## src/rtl/addc_pkg.sv

```systemverilog
package addc_pkg;

    // Status register, bit 7 down to bit 0.
    typedef struct packed {
        logic ie;    // global interrupt enable
        logic ub;    // user bit for bit transfers
        logic hc;    // carry out of low nibble
        logic sg;    // sign (negative xor overflow)
        logic ov;    // two's complement overflow
        logic ng;    // result bit 7
        logic zr;    // result is zero
        logic cy;    // carry out of the top bit
    } sreg_t;

    typedef enum logic {
        OP_ADD = 1'b0,
        OP_ADC = 1'b1
    } addc_op_e;

    typedef struct packed {
        sreg_t sreg;
    } addc_state_t;

endpackage

```

## src/rtl/addc_fa_cell.sv

```systemverilog
module addc_fa_cell (
    input  logic a_i,
    input  logic b_i,
    input  logic c_i,
    output logic s_o,
    output logic c_o
);
    logic ab_x;

    always_comb begin
        ab_x = a_i ^ b_i;
        s_o  = ab_x ^ c_i;
        c_o  = (a_i & b_i) | (ab_x & c_i);
    end
endmodule

```

## src/rtl/addc_ripple.sv

```systemverilog
module addc_ripple #(
    parameter int WIDTH    = 8,
    parameter int HALF_BIT = 3
) (
    input  logic [WIDTH-1:0] a_i,
    input  logic [WIDTH-1:0] b_i,
    input  logic             cin_i,
    output logic [WIDTH-1:0] sum_o,
    output logic             half_co_o,
    output logic             co_o
);
    logic [WIDTH:0] chain;

    assign chain[0] = cin_i;

    for (genvar g = 0; g < WIDTH; g++) begin : g_cell
        addc_fa_cell u_fa (
            .a_i (a_i[g]),
            .b_i (b_i[g]),
            .c_i (chain[g]),
            .s_o (sum_o[g]),
            .c_o (chain[g+1])
        );
    end

    assign half_co_o = chain[HALF_BIT+1];
    assign co_o      = chain[WIDTH];
endmodule

```

## src/rtl/addc_flag_gen.sv

```systemverilog
module addc_flag_gen #(
    parameter int WIDTH = 8
) (
    input  logic             a_msb_i,
    input  logic             b_msb_i,
    input  logic [WIDTH-1:0] sum_i,
    input  logic             half_co_i,
    input  logic             co_i,
    output logic             hc_o,
    output logic             sg_o,
    output logic             ov_o,
    output logic             ng_o,
    output logic             zr_o,
    output logic             cy_o
);
    always_comb begin
        hc_o = half_co_i;
        cy_o = co_i;
        ng_o = sum_i[WIDTH-1];
        zr_o = ~|sum_i;
        ov_o = (a_msb_i == b_msb_i) && (sum_i[WIDTH-1] != a_msb_i);
        sg_o = ng_o ^ ov_o;
    end
endmodule

```

## src/rtl/addc_flag_unit.sv

```systemverilog
module addc_flag_unit
    import addc_pkg::*;
#(
    parameter int WIDTH = 8
) (
    input  logic             clk_i,
    input  logic             rst_ni,
    input  logic             op_en_i,
    input  logic             op_sel_i,
    input  logic [WIDTH-1:0] opa_i,
    input  logic [WIDTH-1:0] opb_i,
    input  logic             irq_ack_i,
    input  logic             sreg_wr_i,
    input  logic [1:0]       sreg_wr_data_i,
    output logic [WIDTH-1:0] sum_o,
    output logic [7:0]       sreg_o
);
    localparam int HALF_BIT = WIDTH / 2 - 1;

    addc_state_t st_d, st_q;

    logic             cin;
    logic             half_co, co;
    logic             f_hc, f_sg, f_ov, f_ng, f_zr, f_cy;
    logic [WIDTH-1:0] sum;

    assign cin = (addc_op_e'(op_sel_i) == OP_ADC) ? st_q.sreg.cy : 1'b0;

    addc_ripple #(.WIDTH(WIDTH), .HALF_BIT(HALF_BIT)) u_add (
        .a_i       (opa_i),
        .b_i       (opb_i),
        .cin_i     (cin),
        .sum_o     (sum),
        .half_co_o (half_co),
        .co_o      (co)
    );

    addc_flag_gen #(.WIDTH(WIDTH)) u_flags (
        .a_msb_i   (opa_i[WIDTH-1]),
        .b_msb_i   (opb_i[WIDTH-1]),
        .sum_i     (sum),
        .half_co_i (half_co),
        .co_i      (co),
        .hc_o      (f_hc),
        .sg_o      (f_sg),
        .ov_o      (f_ov),
        .ng_o      (f_ng),
        .zr_o      (f_zr),
        .cy_o      (f_cy)
    );

    always_comb begin
        st_d = st_q;
        if (op_en_i) begin
            st_d.sreg.hc = f_hc;
            st_d.sreg.sg = f_sg;
            st_d.sreg.ov = f_ov;
            st_d.sreg.ng = f_ng;
            st_d.sreg.zr = f_zr;
            st_d.sreg.cy = f_cy;
        end
        if (sreg_wr_i) begin
            st_d.sreg.ie = sreg_wr_data_i[1];
            st_d.sreg.ub = sreg_wr_data_i[0];
        end
        if (irq_ack_i) begin
            st_d.sreg.ie = 1'b0;
        end
    end

    always_ff @(posedge clk_i or negedge rst_ni) begin
        if (!rst_ni) st_q <= '0;
        else         st_q <= st_d;
    end

    assign sum_o  = sum;
    assign sreg_o = st_q.sreg;
endmodule

```

## config.mk

```make
export PLATFORM = sky130hd
export DESIGN_NAME = addc_flag_unit
export DESIGN_NICKNAME = d
export VERILOG_FILES = /design/src/rtl/addc_pkg.sv /design/src/rtl/addc_fa_cell.sv /design/src/rtl/addc_ripple.sv /design/src/rtl/addc_flag_gen.sv /design/src/rtl/addc_flag_unit.sv
export SDC_FILE = /design/constraint.sdc
export NUM_CORES = 1
export LEC_CHECK = 0
export ABC_AREA = 0
export CAP_MARGIN = 20
export CORE_MARGIN = 2
export CORE_UTILIZATION = 34
export CTS_CLUSTER_SIZE = 16
export DETAILED_ROUTE_END_ITERATION = 10
export PLACE_DENSITY = 0.86
export SYNTH_ARGS = -nofsm -noshare
export SYNTH_HDL_FRONTEND = slang
export SYNTH_SLANG_ARGS = --single-unit
```

## constraint.sdc

```tcl
create_clock -name clk_i -period 7.85 [get_ports clk_i]
set_input_delay 1.9625 -clock clk_i [delete_from_list [all_inputs] [get_ports clk_i]]
set_output_delay 1.9625 -clock clk_i [all_outputs]
set_load 0.01 [all_outputs]
```

Word-level counts from Yosys, hierarchy flattened --
Cells that the tools add are included.
Word-level totals: bits in registers 8, latch bits 0, RAM bits 0, memory bits (read-only) 0, input bits 24, memories 0
Cells by class: add/sub/neg operators 0, multipliers 0, divide/modulo/power cells 0, order comparisons 0, equal/unequal tests 2, shift operators 0, muxes and demuxes 3, bitwise logic cells 41, reductions and logical operators 4
Operators by type and width (number):
- $xor 1x1->1 | 17
- $and 1x1->1 | 16
- $or 1x1->1 | 8
- $reduce_or 8->1 | 1
- $mux 1 | 2
- $mux 2 | 1
- $reduce_bool 2->1 | 1
- $eq 1x1->1 | 1
- $logic_and 1x1->1 | 1
- $logic_not 1->1 | 1
- $ne 1x1->1 | 1

Depth between registers and ports, before layout --
depth after elaboration 19, gate-level depth with buffers 11, gate-level depth less buffers 11

Cells and area by module --
Synthesis repeated with hierarchy kept, for this count alone.
Unflattened totals: cells, all modules 38, area, all modules 560.5 µm²
By module, submodules not included:
- addc_flag_unit | instances 1, cells an instance 19, area each 332.8 µm², seq. area each 200.2 µm²
- addc_fa_cell | instances 8, cells an instance 1, area each 20.0 µm², seq. area each 0.0 µm²
- addc_flag_gen | instances 1, cells an instance 11, area each 67.6 µm², seq. area each 0.0 µm²

Worst setup path before layout --
OpenSTA, ideal clock, no wires.
kind input port to output port, start in op_sel_i, end out sum_o[7], arrival 5466 ps, setup slack 421 ps, stages 10, path through and2_1 -> fa_1 -> fa_1 -> fa_1 -> fa_1 -> fa_1 -> fa_1 -> fa_1 -> fa_1 -> buf_4
On the way: longest elaborated chain between the ends 16
Ends and longest elaborated chain:
- from (decl) | line addc_flag_unit.sv:9 | input logic op_sel_i,
- $mux 1 | line addc_flag_unit.sv:27 | assign cin = (addc_op_e'(op_sel_i) == OP_ADC) ? st_q.sreg.cy : 1'b0;
- $and 1x1->1 | line addc_fa_cell.sv:13 | c_o = (a_i & b_i) | (ab_x & c_i);
- $or 1x1->1 | line addc_fa_cell.sv:13
- $and 1x1->1 | line addc_fa_cell.sv:13
- $or 1x1->1 | line addc_fa_cell.sv:13
- $and 1x1->1 | line addc_fa_cell.sv:13
- $or 1x1->1 | line addc_fa_cell.sv:13
- $and 1x1->1 | line addc_fa_cell.sv:13
- $or 1x1->1 | line addc_fa_cell.sv:13
- via f_hc | line addc_flag_unit.sv:24 | logic f_hc, f_sg, f_ov, f_ng, f_zr, f_cy;
- $and 1x1->1 | line addc_fa_cell.sv:13
- $or 1x1->1 | line addc_fa_cell.sv:13
- $and 1x1->1 | line addc_fa_cell.sv:13
- $or 1x1->1 | line addc_fa_cell.sv:13
- $and 1x1->1 | line addc_fa_cell.sv:13
- $or 1x1->1 | line addc_fa_cell.sv:13
- $xor 1x1->1 | line addc_fa_cell.sv:12 | s_o = ab_x ^ c_i;
- to (decl) | line addc_flag_unit.sv:15 | output logic [WIDTH-1:0] sum_o,
The timed path passes the listed nets, and every way through them passes these cells.

Final worst setup path --
Ends and elaborated chain as after synthesis.

==> flow_metrics.env <==
export IMPL_grt_max_degree=9
export IMPL_cp_common_cell="fa_2"
export IMPL_fin_skew_ps=4.28
export IMPL_multiInputGateArea_um2=339
export IMPL_grt_pass1_wl_um=2170
export IMPL_whs_path_depth=1
export IMPL_route_detailed_drc=0
export IMPL_drt_iter0_drc=3
export IMPL_start_util_pct=37.6
export IMPL_die_w_um=45.5
export IMPL_clock_fmax_mhz=129
export IMPL_final_cell_area_um2=992
export IMPL_ir_drop_mv=0.107
export IMPL_yosys_warnings=0
export IMPL_worstPathArrival_ps=5760
export IMPL_place_gp_congestion=0.645
export IMPL_syn_num_nets=77
export IMPL_yosys_register_bits=8
export IMPL_end_kind="primary output"
export IMPL_numCtsBuffers=3
export IMPL_hp_class="flop to flop"
export IMPL_num_rows=14
export IMPL_n_antenna_cell=0
export IMPL_antenna_found_initial=0
export IMPL_mostFrequentLayoutCells="clkdlybuf4s50_1 (38), dfrtp_1 (8), fa_2 (7), mux2_2 (4), clkbuf_4 (3)"
export IMPL_fp_dieH_um=45.5
export IMPL_required_ps=5890
export IMPL_tns_ps=0
export IMPL_reg2reg_depth=13
export IMPL_ant_nets=0
export IMPL_final_util_pct=63.6
export IMPL_dpl_hpwl_um=1170
export IMPL_max_clock_path_buffers=2
export IMPL_route_met3_wl_um=195
export IMPL_slew_headroom_pct=75.8
export IMPL_wl_per_cell_um=14.0
export IMPL_post_drt_via_cell_ratio=4.98
export IMPL_final_nets=115
export IMPL_vias=478
export IMPL_dp_slack_ps=-493
export IMPL_root_buffer="clkbuf_4"
export IMPL_critPathKind="input port to primary output"
export IMPL_largest_reg_flops=8
export IMPL_period_needed_ps=7720
export IMPL_postSynthAreaPerCell_um2=13.3
export IMPL_tightestPinTransition_ps=362
export IMPL_clock_sinks=8
export IMPL_critPathTopFamily="adder cells"
export IMPL_startpoint_type="input port"
export IMPL_synth_area_um2=586
export IMPL_crit_chain="clkdlybuf4s50_1 > and2_1 > fa_2 > fa_2 > fa_2 > fa_2 > fa_2 > fa_2 > fa_2 > fa_1 > clkdlybuf4s15_2"
export IMPL_leakagePower_uw=0.000390
export IMPL_grt_pass1_vias=519
export IMPL_layout_setup_ws_ps=126
export IMPL_fillCellCount=134
export IMPL_pin_count=40
export IMPL_h_tree_depth=1
export IMPL_slowest_stage="fa_1"
export IMPL_grt_util_all_layers_pct=14.7
export IMPL_drt_met1_wl_um=466
export IMPL_cp_max_fo=2
export IMPL_hold_viol_final=0
export IMPL_wirelength_um=1350
export IMPL_slew_viol_final=0
export IMPL_syn_to_final_growth_pct=69.4
export IMPL_clk_latency_ps=250
export IMPL_synth_seq_area_share_pct=34.2
export IMPL_drt_pass1_iter_count=4
export IMPL_cap_violations=0
export IMPL_power_total_uw=159
export IMPL_powerDensity_mw_per_mm2=160
export IMPL_seq_area_um2=200
export IMPL_mostFrequentLayoutCell="clkdlybuf4s50_1"
export IMPL_max_stage_delay_ps=530
export IMPL_synth_cell_types=16
export IMPL_wl_met2_um=683
export IMPL_crit_buf_inv=2
export IMPL_die_area_mm2=0.00207
export IMPL_cts_tree="done"
export IMPL_coreArea_mm2=0.00156
export IMPL_placed_area_um2=943
export IMPL_drive_gt1_share_pct=25.0
export IMPL_status="completed"
export IMPL_crit_cells=11
export IMPL_finalCritPeriodShare_pct=98.4
export IMPL_overflow=0
export IMPL_portBuffers=39
export IMPL_setup_violations_final=0
export IMPL_top_layer_used="met3"
export IMPL_cts_clk_slew_worst_paths_ps=50
export IMPL_synthCells=44
[final cells by class]
| type | count | share of cell area, % |
|---|---|---|
| Timing Repair Buffer | 41 | 41.0 |
| Multi-Input combinational cell | 27 | 34.2 |
| Sequential cell | 8 | 20.2 |
| Clock buffer | 3 | 2.27 |
| Tap cell | 16 | 2.02 |
| Inverter | 1 | 0.378 |
[path summary, 6_finish.rpt]
kind,from,endpoint,slack [ps]
max,op_sel_i,sum_o[7],130
min,sreg_o[1]$_DFFE_PN0P_,sreg_o[1]$_DFFE_PN0P_,490
max reg2reg,sreg_o[0]$_DFFE_PN0P_,sreg_o[3]$_DFFE_PN0P_,3640
min reg2reg,sreg_o[1]$_DFFE_PN0P_,sreg_o[1]$_DFFE_PN0P_,490
max in group asynchronous,rst_ni,sreg_o[1]$_DFFE_PN0P_,5600
min in group asynchronous,rst_ni,sreg_o[7]$_DFFE_PN0P_,1990
[synthesized netlist by cell type, drive strengths merged]
library cell  count  area share, %
mux2              4            7.7
inv               1           0.64
dfrtp             8             34
nor2b             1            1.1
a32o              1            1.7
xnor2             1            1.5
mux2i             1            1.7
nand2b            2            2.1
fa                8             27
nor4              1            1.1
ha                1            2.1
buf               8             10
nor2              2            1.3
nor3              1           0.85
o31ai             2            4.3
and2              2            2.1
[through the flow]
stage,hold slack (ps),instances
after floorplan,531,44
after global placement,480,92
after detailed placement,487,92
after CTS,499,95
after global routing,508,96
final,492,96
[logic make-up after synthesis]
kind of cell,synth area share (%)
buffers and inverters,10.9
muxes,9.40
DFF,34.2
adders and majority gates,29.5
and+or+nand+nor,8.55
xor gates and xnor gates,1.50
AOI/OAI and AO/OA,5.98
[layer usage]
metal  vias up  track usage, %
li1        214               -
met1       229            16.6
met2        35            24.5
met3         0            6.35
met4         0            5.29
met5         -               0
[report_power, final]
part	total [uW]	internal [uW]	switching (uW)	leakage, uW
clock	30.9	17.5	13.5	0.0000138
sequential	49.7	46.6	3.01	0.0000991
combinational	78.6	49.3	29.4	0.000277
total	159	113	45.8	0.000390
[what timing repair did]
action                     CTS  global route
setup endpoints to repair    2             2
setup buffers                0             1
pin swaps                    1             3
gates resized for setup      8             2
hold buffers                 0             0
[worst reg2reg max path: stages (launching register included)]
cell	delay, ps
dfrtp_1	390
and2_1	160
fa_2	340
fa_2	350
fa_2	350
fa_2	370
fa_2	360
fa_2	350
fa_2	380
fa_1	480
buf_4	140
buf_4	130
xnor2_1	130
o31ai_2	190
Power figures use the tool's default switching activity.
